==> src/rtl/can_irq_pkg.sv <==
package can_irq_pkg;
  localparam int NFLAG    = 11;
  localparam int NAUX     = 4;
  localparam int ALC_W    = 5;
  localparam int FIELD_W  = 8;
  localparam int B_RX     = 0;
  localparam int B_TX1    = 1;
  localparam int B_CHG    = 2;
  localparam int B_OVR    = 3;
  localparam int B_WAKE   = 4;
  localparam int B_BERR   = 5;
  localparam int B_ARB    = 6;
  localparam int B_AUX0   = 7;
  localparam int ECC_LSB  = 16;
  localparam int ALC_LSB  = 24;
  typedef logic [NFLAG-1:0] flag_vec_t;
endpackage

==> src/rtl/can_irq_capture.sv <==
module can_irq_capture #(
  parameter int W = 8
) (
  input  logic         clk,
  input  logic         rst_n,
  input  logic         evt,
  input  logic [W-1:0] val,
  input  logic         rd,
  output logic         flag,
  output logic [W-1:0] hold
);
  logic         flag_q, flag_n, accept;
  logic [W-1:0] hold_q, hold_n;

  always_comb begin
    accept = evt & (~flag_q | rd);
    flag_n = accept | (flag_q & ~rd);
    hold_n = accept ? val : hold_q;
  end

  always_ff @(posedge clk or negedge rst_n) begin
    if (!rst_n) begin
      flag_q <= 1'b0;
      hold_q <= '0;
    end else begin
      flag_q <= flag_n;
      if (accept) hold_q <= hold_n;
    end
  end

  assign flag = flag_q;
  assign hold = hold_q;
endmodule

==> src/rtl/can_irq_flags.sv <==
module can_irq_flags #(
  parameter int NP = 7
) (
  input  logic          clk,
  input  logic          rst_n,
  input  logic          rx_full,
  input  logic          rx_release,
  input  logic          wake_set,
  input  logic [NP-1:0] pulse_evt,
  input  logic          rd,
  output logic          rx_flag,
  output logic          wake_flag,
  output logic [NP-1:0] pulse_flag
);
  logic          rx_q, rx_n, wake_q, wake_n;
  logic [NP-1:0] pf_q, pf_n;

  always_comb begin
    rx_n   = rx_release ? 1'b0 : rx_full;
    wake_n = wake_set | (wake_q & ~rd);
    pf_n   = pulse_evt | (pf_q & ~{NP{rd}});
  end

  always_ff @(posedge clk or negedge rst_n) begin
    if (!rst_n) begin
      rx_q   <= 1'b0;
      wake_q <= 1'b0;
      pf_q   <= '0;
    end else begin
      rx_q   <= rx_n;
      wake_q <= wake_n;
      pf_q   <= pf_n;
    end
  end

  assign rx_flag    = rx_q;
  assign wake_flag  = wake_q;
  assign pulse_flag = pf_q;
endmodule

==> src/rtl/can_irq_unit.sv <==
module can_irq_unit
  import can_irq_pkg::*;
#(
  parameter int ECC_W = 8
) (
  input  logic              clk,
  input  logic              rst_n,
  input  logic              rx_full,
  input  logic              rx_release,
  input  logic              tx1_done,
  input  logic              err_change,
  input  logic              overrun,
  input  logic [NAUX-1:0]   aux_evt,
  input  logic              wake_evt,
  input  logic              sleep_req,
  input  logic              bus_active,
  input  logic              berr_evt,
  input  logic [ECC_W-1:0]  berr_code,
  input  logic              arb_lost_evt,
  input  logic [ALC_W-1:0]  arb_pos,
  input  logic              en_wr,
  input  logic [NFLAG-1:0]  en_wdata,
  input  logic              stat_rd,
  output logic [NFLAG-1:0]  en_rdata,
  output logic [31:0]       stat_word,
  output logic              irq
);
  localparam int NP = 3 + NAUX;

  flag_vec_t        en_q, en_n, flags;
  logic             irq_q, irq_n, pending, wake_set;
  logic [NP-1:0]    pulse_evt, pulse_flag;
  logic             rx_flag, wake_flag, berr_flag, arb_flag;
  logic [ECC_W-1:0] ecc_hold;
  logic [ALC_W-1:0] alc_hold;

  assign pulse_evt = {aux_evt, overrun, err_change, tx1_done};
  assign pending   = |(flags & en_q);
  assign wake_set  = wake_evt | (sleep_req & (bus_active | pending));

  can_irq_flags #(.NP(NP)) u_flags (
    .clk(clk), .rst_n(rst_n), .rx_full(rx_full), .rx_release(rx_release),
    .wake_set(wake_set), .pulse_evt(pulse_evt), .rd(stat_rd),
    .rx_flag(rx_flag), .wake_flag(wake_flag), .pulse_flag(pulse_flag)
  );

  can_irq_capture #(.W(ECC_W)) u_berr (
    .clk(clk), .rst_n(rst_n), .evt(berr_evt), .val(berr_code),
    .rd(stat_rd), .flag(berr_flag), .hold(ecc_hold)
  );

  can_irq_capture #(.W(ALC_W)) u_arb (
    .clk(clk), .rst_n(rst_n), .evt(arb_lost_evt), .val(arb_pos),
    .rd(stat_rd), .flag(arb_flag), .hold(alc_hold)
  );

  always_comb begin
    flags                         = '0;
    flags[B_RX]                   = rx_flag;
    flags[B_TX1]                  = pulse_flag[0];
    flags[B_CHG]                  = pulse_flag[1];
    flags[B_OVR]                  = pulse_flag[2];
    flags[B_WAKE]                 = wake_flag;
    flags[B_BERR]                 = berr_flag;
    flags[B_ARB]                  = arb_flag;
    flags[B_AUX0 +: NAUX]         = pulse_flag[3 +: NAUX];
  end

  always_comb begin
    en_n  = en_wr ? en_wdata : en_q;
    irq_n = pending;
  end

  always_ff @(posedge clk or negedge rst_n) begin
    if (!rst_n) begin
      en_q  <= '0;
      irq_q <= 1'b0;
    end else begin
      if (en_wr) en_q <= en_n;
      irq_q <= irq_n;
    end
  end

  always_comb begin
    stat_word                          = '0;
    stat_word[NFLAG-1:0]               = flags;
    stat_word[ECC_LSB +: ECC_W]        = ecc_hold;
    stat_word[ALC_LSB +: ALC_W]        = alc_hold;
  end

  assign en_rdata = en_q;
  assign irq      = irq_q;
endmodule

==> config.mk <==
export PLATFORM = sky130hd
export DESIGN_NAME = can_irq_unit
export DESIGN_NICKNAME = d
export VERILOG_FILES = /design/src/rtl/can_irq_pkg.sv /design/src/rtl/can_irq_capture.sv /design/src/rtl/can_irq_flags.sv /design/src/rtl/can_irq_unit.sv
export SDC_FILE = /design/constraint.sdc
export NUM_CORES = 1
export LEC_CHECK = 0
export BUFFER_PORTS_ARGS = -buffer_cell sky130_fd_sc_hd__buf_4
export CAP_MARGIN = 10
export CORE_ASPECT_RATIO = 0.5
export CORE_MARGIN = 4
export CORE_UTILIZATION = 47
export CTS_CLUSTER_DIAMETER = 60
export DETAILED_ROUTE_END_ITERATION = 10
export HOLD_SLACK_MARGIN = 0.06
export PLACE_DENSITY = 0.85
export SYNTH_ARGS = -nofsm -noshare
export SYNTH_HDL_FRONTEND = slang
export SYNTH_HIERARCHICAL = 1
export SYNTH_SLANG_ARGS = --single-unit
export TNS_END_PERCENT = 5
==> constraint.sdc <==
create_clock -name clk -period 2.5 [get_ports clk]
set_clock_uncertainty 0.15 [all_clocks]
set_input_delay 0.75 -clock clk [delete_from_list [all_inputs] [get_ports clk]]
set_output_delay 0.75 -clock clk [all_outputs]
set_load 0.005 [all_outputs]
# ---- Yosys cells after proc, flatten, opt, wreduce, memory -nomap -nowiden
# Cells that the tools add are included.
dict set report op_classes {
  n_mux 1
  n_bitwise 20
  reduce_logical 1
}
# operator n
set op_table {}
lappend op_table {{bitwise AND 11 bit} 1}
lappend op_table {{OR reduction 11 bit} 1}
lappend op_table {{bitwise AND 7 bit} 1}
lappend op_table {{inverter 7 bit} 1}
lappend op_table {{bitwise OR 1 bit} 7}
lappend op_table {{bitwise OR 7 bit} 1}
lappend op_table {{bitwise AND 1 bit} 6}
lappend op_table {{inverter 1 bit} 3}
lappend op_table {{two-way mux 1 bit} 1}
dict set report word_totals {
  register_bits 36
  output_inout_bits 44
  wordCells 31
}

# ---- Depth between registers and ports, before layout
# Gate-level depths: netlist of the first run.
dict set report logic_depth {
  ltp_word 6
  mapped_depth 4
  mapped_depth_nobuf 4
}

# ---- Hierarchy
# Netlist of the first run, hierarchy kept.
# mod n_inst cells_per_inst area_per_inst_um2
set by_module_without_submodules {}
lappend by_module_without_submodules {can_irq_unit 1 47 598.1}
lappend by_module_without_submodules {{can_irq_capture (u_berr)} 1 20 377.9}
lappend by_module_without_submodules {can_irq_flags 1 19 295.3}
lappend by_module_without_submodules {{can_irq_capture (u_arb)} 1 14 257.7}

# ---- Least setup slack after synthesis of the first run
# OpenSTA, ideal clock, no wires.
dict set report synth_timing {
  kind {input -> register}
  startpoint {in stat_rd}
  endpoint {reg u_berr.hold_q[0], in the netlist u_berr/hold[0]}
  arrival_time_ns 1.316
  required_time_ns 2.225
  setup_slack_ns 0.909
  cell_stages 3
  cell_sequence {nand2b_4 > nand2_4 > mux2_4}
}
dict set report synth_between {
  elab_chain_cells 2
}
# element line_no
set synth_lines {}
lappend synth_lines {{start: declaration} can_irq_unit.sv:23} ;# input logic stat_rd,
lappend synth_lines {{bitwise OR 1 bit} can_irq_capture.sv:16} ;# accept = evt & (~flag_q | rd);
lappend synth_lines {{bitwise AND 1 bit} can_irq_capture.sv:16}
lappend synth_lines {{end signal: assignment} can_irq_capture.sv:27} ;# if (accept) hold_q <= hold_n;
lappend synth_lines {{end: declaration} can_irq_capture.sv:13} ;# logic [W-1:0] hold_q, hold_n;
# Every way passes these cells.
# A chain may end at the register's enable or synchronous reset.

# ---- Worst setup path in the final report of the first run
dict set report layout_timing {
  startpoint {reg u_arb.flag_q, in the netlist u_arb/flag}
  endpoint {out stat_word[6]}
}
# element line_no
set layout_lines {}
lappend layout_lines {{start: declaration} can_irq_capture.sv:12} ;# logic flag_q, flag_n, accept;
lappend layout_lines {{start signal: assignment} can_irq_capture.sv:26} ;# flag_q <= flag_n;
lappend layout_lines {{end: declaration} can_irq_unit.sv:25} ;# output logic [31:0] stat_word,
# No word-level cell between the ends.

==> impl_metrics.csv, run 1 <==
group,metric,value,unit
critical_path,critPathTopFamily,"flip-flops",
sta,drv_slew,0,
layout,nets,220,
yosys,synth_edf_count,0,
sta,period_minus_slack,1.78,ns
floorplan,fp.dieH,48.3,microns
yosys,yosysMostFrequentCell,"dfrtp_1",
critical_path,cp.buffers_inverters,1,
yosys,synth.largest_area_cell,"dfrtp_1",
global_routing,grt_pass1_vias,1134,
place,pre_cts_slack,0.727,ns
floorplan,dieArea,4280,sq um
floorplan,ios,86,
sta,finalSetupViolations,0,
floorplan,initial_core_util,0.499,
place,port_buffers,77,
routing,viasPerCell,4.84,
global_routing,grt_pass1_wl,5490,microns
flow_run,maxCapViolCount,0,
critical_path,crit_type,"register to output pin",
yosys,synthTopCellsByArea,"dfrtp_1, mux2_4, mux2_2, buf_4, a21o_1",
global_routing,antenna_found_initial,0,
critical_path,cp_cell_sequence,"buf_4",
sta,finalSetupTns,0,ns
run_status,status,"finished clean",
critical_path,worstSetupStartpointType,"register",
clocking,h-tree-depth,2,
clocking,path_clk_slew,0.07,ns
routing,wl_per_cell,15.5,microns
layout,synthToLayoutAreaGrowth,42.1,%
yosys,async_flop_share,1.00,
yosys,synth-seq-area-share,0.589,
clocking,cts_buffers,5,
critical_path,critPathRequiredTime,1.60,ns
layout,multi_input_comb_area,549,sq um
critical_path,critPathSlowestCell,"dfrtp_1",
yosys,yosysTopAreaCellShare,0.589,
place,dp_hpwl,2590,microns
critical_path,slowest_delay,0.44,ns
pwr,powerDensity,640,nW/um^2
yosys,ys.flop_type,"dfrtp_1",
sta,fmax,561,MHz
sta,whs,0.260,ns
floorplan,die_x,88.7,microns
yosys,ys_types,18,
routing,num_vias,1059,
hold_path,min_path_type,"input port to async pin",
sta,finalHoldViolations,0,
critical_path,end_kind,"output pin",
global_routing,overflow,0,
layout,drive_gt1_frac,0.631,
place,place_congestion,0.692,
clocking,cts_tree,"built",
critical_path,arrival,0.88,ns
yosys,syn_inst,100,
yosys,yosysWarnings,6,
yosys,ys_top_cells_by_count,"dfrtp_1, mux2_4, buf_4",
sta,rsz0062_at_grt,"no",
critical_path,critPathMaxFanout,3,
routing,finalWirelength,3400,microns
floorplan,design.core.area,3070,sq um
yosys,ys_seq_elements,36,
clocking,cts_resized,0,
layout,fillCellCount,232,
global_routing,grt_usage,0.170,
clocking,cts_setup_buffers,0,
floorplan,rows,14,
routing,first_pass_iters,4,
yosys,avgSynthCellArea,15.3,sq um
routing,drc,0,
yosys,synth_area,1530,sq um
sta,setup_slack,0.718,ns
clocking,cts_sinks,36,
clocking,postCtsHoldBufs,0,
pwr,p_leak,1.12,nW
global_routing,grt_max_degree,37,
routing,drtIter0Drc,17,
clocking,clk_path_buf_depth,2,
sta,fin_crit_sh,0.713,
layout,regArea,901,sq um
layout,num_antenna_cells,0,
clocking,root_buffer,"clkbuf_8",
clocking,clock_latency,0.28,ns
pwr,ir_worst_vdd,0.000371,V
routing,ant_nets,0,
-- cells in the final DEF, fill, tap and decap left out --
cell type,instances
nand2_1,1
nor2b_1,1
nand2_4,2
mux2_4,13
nor2_1,2
a31oi_1,1
clkbuf_8,6
and4_4,1
a222oi_1,1
mux2_2,11
conb_1,8
dfrtp_1,36
a21o_1,8
clkbuf_1,2
buf_4,77
or2b_1,2
a22oi_1,4
inv_2,1
nand2b_4,2
-- cells by family after synthesis --
logic type	Yosys count	synth area share
buffers and inverters	14	0.0687
and+or+nand+nor	11	0.0614
muxes	24	0.209
other	1	0.00245
AOI/OAI and AO/OA	14	0.0696
DFF	36	0.589
-- layer usage --
metal,global-route usage,routed length [microns],vias up,share of wire
li1,-,-,483,-
met1,0.188,1250,530,0.37
met2,0.298,1850,36,0.54
met3,0.0458,196,10,0.058
met4,0.0854,104,0,0.031
met5,0,0,-,0
-- flip-flops by register name, indices dropped and copies added (netlist names) --
| signal | flops |
|---|---|
| u_berr/hold | 8 |
| u_berr/flag | 1 |
| u_flags/wake_flag | 1 |
| irq | 1 |
| u_flags/rx_flag | 1 |
| u_arb/hold | 5 |
| u_arb/flag | 1 |
| u_flags/pulse_flag | 7 |
| en_rdata | 11 |
-- per-stage QoR --
| step | instance area, sq um | cells | util | power, mW |
|---|---|---|---|---|
| after detailed placement | 2080 | 211 | 0.679 | 0.984 |
| after CTS | 2170 | 219 | 0.709 | 1.41 |
| final | 2170 | 219 | 0.709 | 1.39 |
| after floorplan | 1560 | 107 | - | 0.819 |
| after global routing | 2170 | 219 | 0.709 | 1.46 |
| after global placement | 2080 | 211 | 0.679 | 0.973 |
-- path summary, 6_finish.rpt --
check                                           start               endpoint  slack, ns  cells past startpoint
worst max-delay path                       u_arb/flag           stat_word[6]       0.72                      1
worst min-delay path                            rst_n         u_berr/hold[1]       0.26                      1
worst max register to register            u_berr/flag      u_flags/wake_flag       1.05                      4
worst min register to register  u_flags/pulse_flag[5]  u_flags/pulse_flag[5]       0.36                      1
max in group asynchronous                       rst_n          u_arb/hold[3]       1.61                      1
min in group clk                u_flags/pulse_flag[5]  u_flags/pulse_flag[5]       0.36                      1
-- power breakdown --
part / internal, mW / total [mW] / leakage (nW) / switching (mW)
logic: 0.190 / 0.283 / 0.661 / 0.0930
registers: 0.644 / 0.688 / 0.409 / 0.0443
clock network: 0.225 / 0.420 / 0.0455 / 0.195
total: 1.06 / 1.39 / 1.12 / 0.333
-- final cells by class --
type | instances | area share
tap | 40 | 0.0230
inverter | 1 | 0.00173
timing repair buffer | 77 | 0.266
clock buffer | 8 | 0.0415
multi-input combinational | 57 | 0.253
sequential | 36 | 0.415
Note: power is estimated with default switching activity, not from simulation.
==> inputs of run 2 (changes only) <==
--- a/config.mk
+++ b/config.mk
@@ -9,11 +9,11 @@
 export CAP_MARGIN = 10
 export CORE_ASPECT_RATIO = 0.5
 export CORE_MARGIN = 4
-export CORE_UTILIZATION = 47
+export CORE_UTILIZATION = 39
 export CTS_CLUSTER_DIAMETER = 60
 export DETAILED_ROUTE_END_ITERATION = 10
 export HOLD_SLACK_MARGIN = 0.06
-export PLACE_DENSITY = 0.85
+export PLACE_DENSITY = 0.76
 export SYNTH_ARGS = -nofsm -noshare
 export SYNTH_HDL_FRONTEND = slang
 export SYNTH_HIERARCHICAL = 1
==> constraint.sdc (replaced) <==
create_clock -name clk -period 1.58 [get_ports clk]
set_clock_uncertainty 0.15 [all_clocks]
set_input_delay 0.474 -clock clk [delete_from_list [all_inputs] [get_ports clk]]
set_output_delay 0.474 -clock clk [all_outputs]
set_load 0.005 [all_outputs]
==> impl_metrics.csv, run 2 (synthesis gave the netlist of run 1 again) <==
group,metric,value,unit
clocking,cts_tree,"built",
sta,finalHoldViolations,0,
floorplan,initial_core_util,0.424,
critical_path,critPathTopFamily,"flip-flops",
floorplan,ios,86,
pwr,p_leak,1.13,nW
clocking,cts_sinks,36,
critical_path,worstSetupStartpointType,"register",
pwr,ir_worst_vdd,0.000442,V
critical_path,slowest_delay,0.40,ns
critical_path,cp_cell_sequence,"buf_6 -> buf_6",
place,dp_hpwl,2580,microns
clocking,h-tree-depth,2,
sta,finalSetupViolations,0,
critical_path,arrival,0.91,ns
global_routing,overflow,0,
place,port_buffers,77,
run_status,status,"finished clean",
floorplan,design.core.area,3600,sq um
critical_path,critPathRequiredTime,0.96,ns
critical_path,path_depth,2,
critical_path,crit_top_cell,"buf_6",
routing,drc,0,
place,place_congestion,0.727,
hold_path,min_path_type,"input port to register",
critical_path,critPathSlowestCell,"dfrtp_1",
routing,wl_per_cell,14.6,microns
global_routing,grt_usage,0.144,
floorplan,fp.dieH,52.3,microns
sta,fmax,651,MHz
floorplan,dieArea,5050,sq um
sta,finalSetupTns,0,ns
layout,num_antenna_cells,0,
global_routing,grt_pass1_vias,1089,
hold_path,whs_path_depth,2,
routing,viasPerCell,4.59,
critical_path,cp.buffers_inverters,2,
global_routing,grt_max_degree,37,
global_routing,antenna_found_initial,0,
routing,ant_nets,0,
routing,drtIter0Drc,45,
clocking,root_buffer,"clkbuf_8",
sta,period_minus_slack,1.54,ns
layout,largest_reg_flops,11,
critical_path,critPathMaxFanout,2,
clocking,path_clk_slew,0.07,ns
flow_run,maxCapViolCount,0,
layout,fillCellCount,298,
layout,drive_gt1_frac,0.635,
layout,synthToLayoutAreaGrowth,44.3,%
floorplan,rows,15,
routing,num_vias,1066,
routing,finalWirelength,3380,microns
sta,fin_crit_sh,0.972,
critical_path,crit_type,"register to output pin",
floorplan,die_x,96.6,microns
clocking,clock_latency,0.28,ns
sta,rsz0062_at_grt,"no",
critical_path,r2r_cells,5,
routing,first_pass_iters,4,
layout,mostFrequentLayoutCells,"buf_4, dfrtp_1, mux2_4",
layout,mostFrequentLayoutCell,"buf_4",
layout,post-route-util,0.612,
pwr,powerDensity,971,nW/um^2
global_routing,grt_pass1_wl,5240,microns
clocking,clk_path_buf_depth,2,
sta,drv_slew,0,
clocking,cts_buffers,5,
critical_path,end_kind,"output pin",
layout,nets,223,
[run 2: where the power goes]
group	switching, mW	total (mW)	internal [mW]
clock	0.305	0.605	0.299
sequential	0.0675	1.09	1.02
combinational	0.144	0.452	0.308
total	0.517	2.14	1.63
[run 2: metrics by stage]
stage | cells | instance area (sq um) | setup slack (ns) | total power, mW | hold WS [ns]
after floorplan | 107 | 1560 | 0.265 | 1.30 | 0.0284
after global placement | 223 | 2100 | 0.102 | 1.55 | 0.302
after detailed placement | 223 | 2100 | 0.0804 | 1.55 | 0.304
after CTS | 231 | 2190 | 0.00451 | 2.17 | 0.172
after global routing | 232 | 2210 | 0.00198 | 2.26 | 0.169
final | 232 | 2210 | 0.0440 | 2.14 | 0.179
[run 2: path summary, 6_finish.rpt]
check,startpoint,slack [ns],end
min in group asynchronous,rst_n,0.55,u_berr/hold[4]
min,rx_release,0.18,u_flags/rx_flag
max,u_berr/flag,0.04,stat_word[5]
max reg2reg,u_berr/flag,0.10,u_flags/wake_flag
min reg2reg,u_flags/pulse_flag[6],0.36,u_flags/pulse_flag[6]
max in group asynchronous,rst_n,0.42,u_arb/hold[3]
[run 2: timing repair]
| item | in CTS | in global routing |
|---|---|---|
| gates resized for setup | 0 | 2 |
| endpoints found under the hold margin | 36 | 0 |
| endpoints found under the setup margin | 0 | 1 |
| hold buffers | 1 | 0 |
| setup buffers | 0 | 1 |
[run 2: layer usage]
layer,GRT usage,up-vias,part of all wire
met5,0,-,0
li1,-,491,-
met3,0.0459,7,0.059
met4,0.0791,0,0.020
met1,0.163,537,0.38
met2,0.243,31,0.54
[run 2: layout make-up]
type	instances	area, sq um	share of cell area
flip-flops and latches	36	901	0.408
clock buffers	6	72.6	0.0329
repair buffers	80	611	0.277
clock inverters	1	5.00	0.00227
inverters	1	3.75	0.00170
multi-input cells	57	549	0.249
well taps	51	63.8	0.0289
==> inputs of run 3 (changes only) <==
--- a/config.mk
+++ b/config.mk
@@ -18,4 +18,4 @@
 export SYNTH_HDL_FRONTEND = slang
 export SYNTH_HIERARCHICAL = 1
 export SYNTH_SLANG_ARGS = --single-unit
-export TNS_END_PERCENT = 5
+export TNS_END_PERCENT = 100
==> constraint.sdc (replaced) <==
create_clock -name clk -period 1.58 [get_ports clk]
set_clock_uncertainty 0.15 [all_clocks]
set_input_delay 0.316 -clock clk [delete_from_list [all_inputs] [get_ports clk]]
set_output_delay 0.316 -clock clk [all_outputs]
set_load 0.005 [all_outputs]
==> impl_metrics.csv, run 3 (synthesis gave the netlist of run 1 again) <==
group,metric,value,unit
clocking,postCtsHoldBufs,2,
clocking,cts_setup_buffers,0,
layout,fin_cells,231,
clocking,h-tree-depth,2,
place,place_congestion,0.718,
sta,rsz0062_at_grt,"no",
global_routing,antenna_found_initial,0,
layout,mostFrequentLayoutCells,"buf_4, dfrtp_1, mux2_4",
critical_path,critPathMaxFanout,3,
global_routing,overflow,0,
layout,mostFrequentLayoutCell,"buf_4",
place,dpl.cell_count,222,
clocking,root_buffer,"clkbuf_8",
global_routing,grt_usage,0.148,
layout,drive_gt1_frac,0.628,
floorplan,ios,86,
pwr,power_frac_clock,0.277,
sta,period_minus_slack,1.47,ns
clocking,cts_sinks,36,
clocking,clock_latency,0.27,ns
floorplan,fp.dieH,52.3,microns
routing,drtIter0Drc,35,
floorplan,design.core.area,3600,sq um
routing,ant_nets,0,
routing,first_pass_iters,4,
sta,fin_crit_sh,0.933,
layout,nets,222,
routing,viasPerCell,4.61,
routing,finalWirelength,3520,microns
sta,finalSetupTns,0,ns
global_routing,grt_pass1_wl,5620,microns
clocking,cts_resized,0,
pwr,power.switching,0.506,mW
clocking,cts_tree,"built",
critical_path,critPathRequiredTime,1.59,ns
floorplan,dieArea,5050,sq um
critical_path,arrival,1.49,ns
pwr,pwr-share-seq,0.510,
pwr,p_int,1.62,mW
pwr,ir_worst_vdd,0.000479,V
sta,finalSetupViolations,0,
sta,drv_slew,0,
layout,largest_reg_flops,11,
layout,synthToLayoutAreaGrowth,43.5,%
critical_path,worstSetupStartpointType,"register",
place,port_buffers,77,
clocking,cts_buffers,5,
clocking,clk_path_buf_depth,2,
run_status,status,"finished clean",
flow_run,maxCapViolCount,0,
pwr,swShare,0.238,
global_routing,grt_pass1_vias,1168,
pwr,combPwrFrac,0.213,
sta,fmax,678,MHz
pwr,powerDensity,970,nW/um^2
critical_path,crit_type,"register to register",
critical_path,end_kind,"register",
floorplan,initial_core_util,0.424,
global_routing,grt_max_degree,37,
place,dp_hpwl,2740,microns
floorplan,die_x,96.6,microns
layout,num_antenna_cells,0,
pwr,p_leak,1.12,nW
layout,post-route-util,0.609,
sta,finalHoldViolations,0,
clocking,path_clk_slew,0.06,ns
routing,drc,0,
routing,wl_per_cell,15.2,microns
pwr,finalPower,2.13,mW
routing,num_vias,1064,
floorplan,rows,15,
hold_path,min_path_type,"input port to register",
run 3: cell count changes in the layout (fill, tap and decap cells not counted), sizes merged:
cell / change
dlygate4sd3: +1
buf: -2
run 3: final cells by class:
cell class | count | area [sq um]
sequential | 36 | 901
tap | 51 | 63.8
fill | 292 | 1410
timing repair buffer | 79 | 598
clock buffer | 6 | 72.6
clock inverter | 1 | 5.00
multi-input combinational | 57 | 549
inverter | 1 | 3.75
run 3: path summary, 6_finish.rpt:
| check | endpoint | start | slack (ns) | depth (start not counted) |
|---|---|---|---|---|
| worst min register to register | u_flags/pulse_flag[4] | u_flags/pulse_flag[4] | 0.36 | 1 |
| worst max register to register | u_flags/wake_flag | u_arb/flag | 0.11 | 3 |
| max in group asynchronous | u_flags/wake_flag | rst_n | 0.54 | 2 |
| min in group asynchronous | u_berr/hold[4] | rst_n | 0.42 | 2 |
| worst min-delay path | u_flags/pulse_flag[4] | aux_evt[1] | 0.07 | 2 |
| worst max-delay path | u_flags/wake_flag | u_arb/flag | 0.11 | 3 |
run 3: through the flow:
| stage | area [sq um] | setup slack (ns) | hold WS [ns] |
|---|---|---|---|
| final | 2190 | 0.106 | 0.0737 |
| after global routing | 2190 | 0.0130 | 0.0645 |
| after CTS | 2190 | 0.0926 | 0.0691 |
| after detailed placement | 2100 | 0.132 | 0.147 |
| after global placement | 2100 | 0.215 | 0.143 |
| after floorplan | 1560 | 0.289 | -0.130 |
run 3: metal layers:
metal  track usage  up-vias  routed length [microns]
met5             0        -                        0
met2         0.276       29                     1980
li1              -      487                        -
met4        0.0419        0                        0
met1         0.169      548                     1350
met3        0.0387        0                      191
run 3: worst max-delay path: stages, from the launching register on:
cell and delay [ns]:
dfrtp_1 0.43, a222oi_1 0.46, a31oi_1 0.16, a21o_1 0.18
run 3: power by group through the flow:
stage	combinational, mW	clock, mW	sequential (mW)
2_1_floorplan	0.194	0	1.10
3_3_place_gp	0.446	0	1.10
3_5_place_dp	0.456	0	1.10
4_1_cts	0.461	0.610	1.09
5_1_grt	0.492	0.654	1.10
6_report	0.454	0.589	1.08
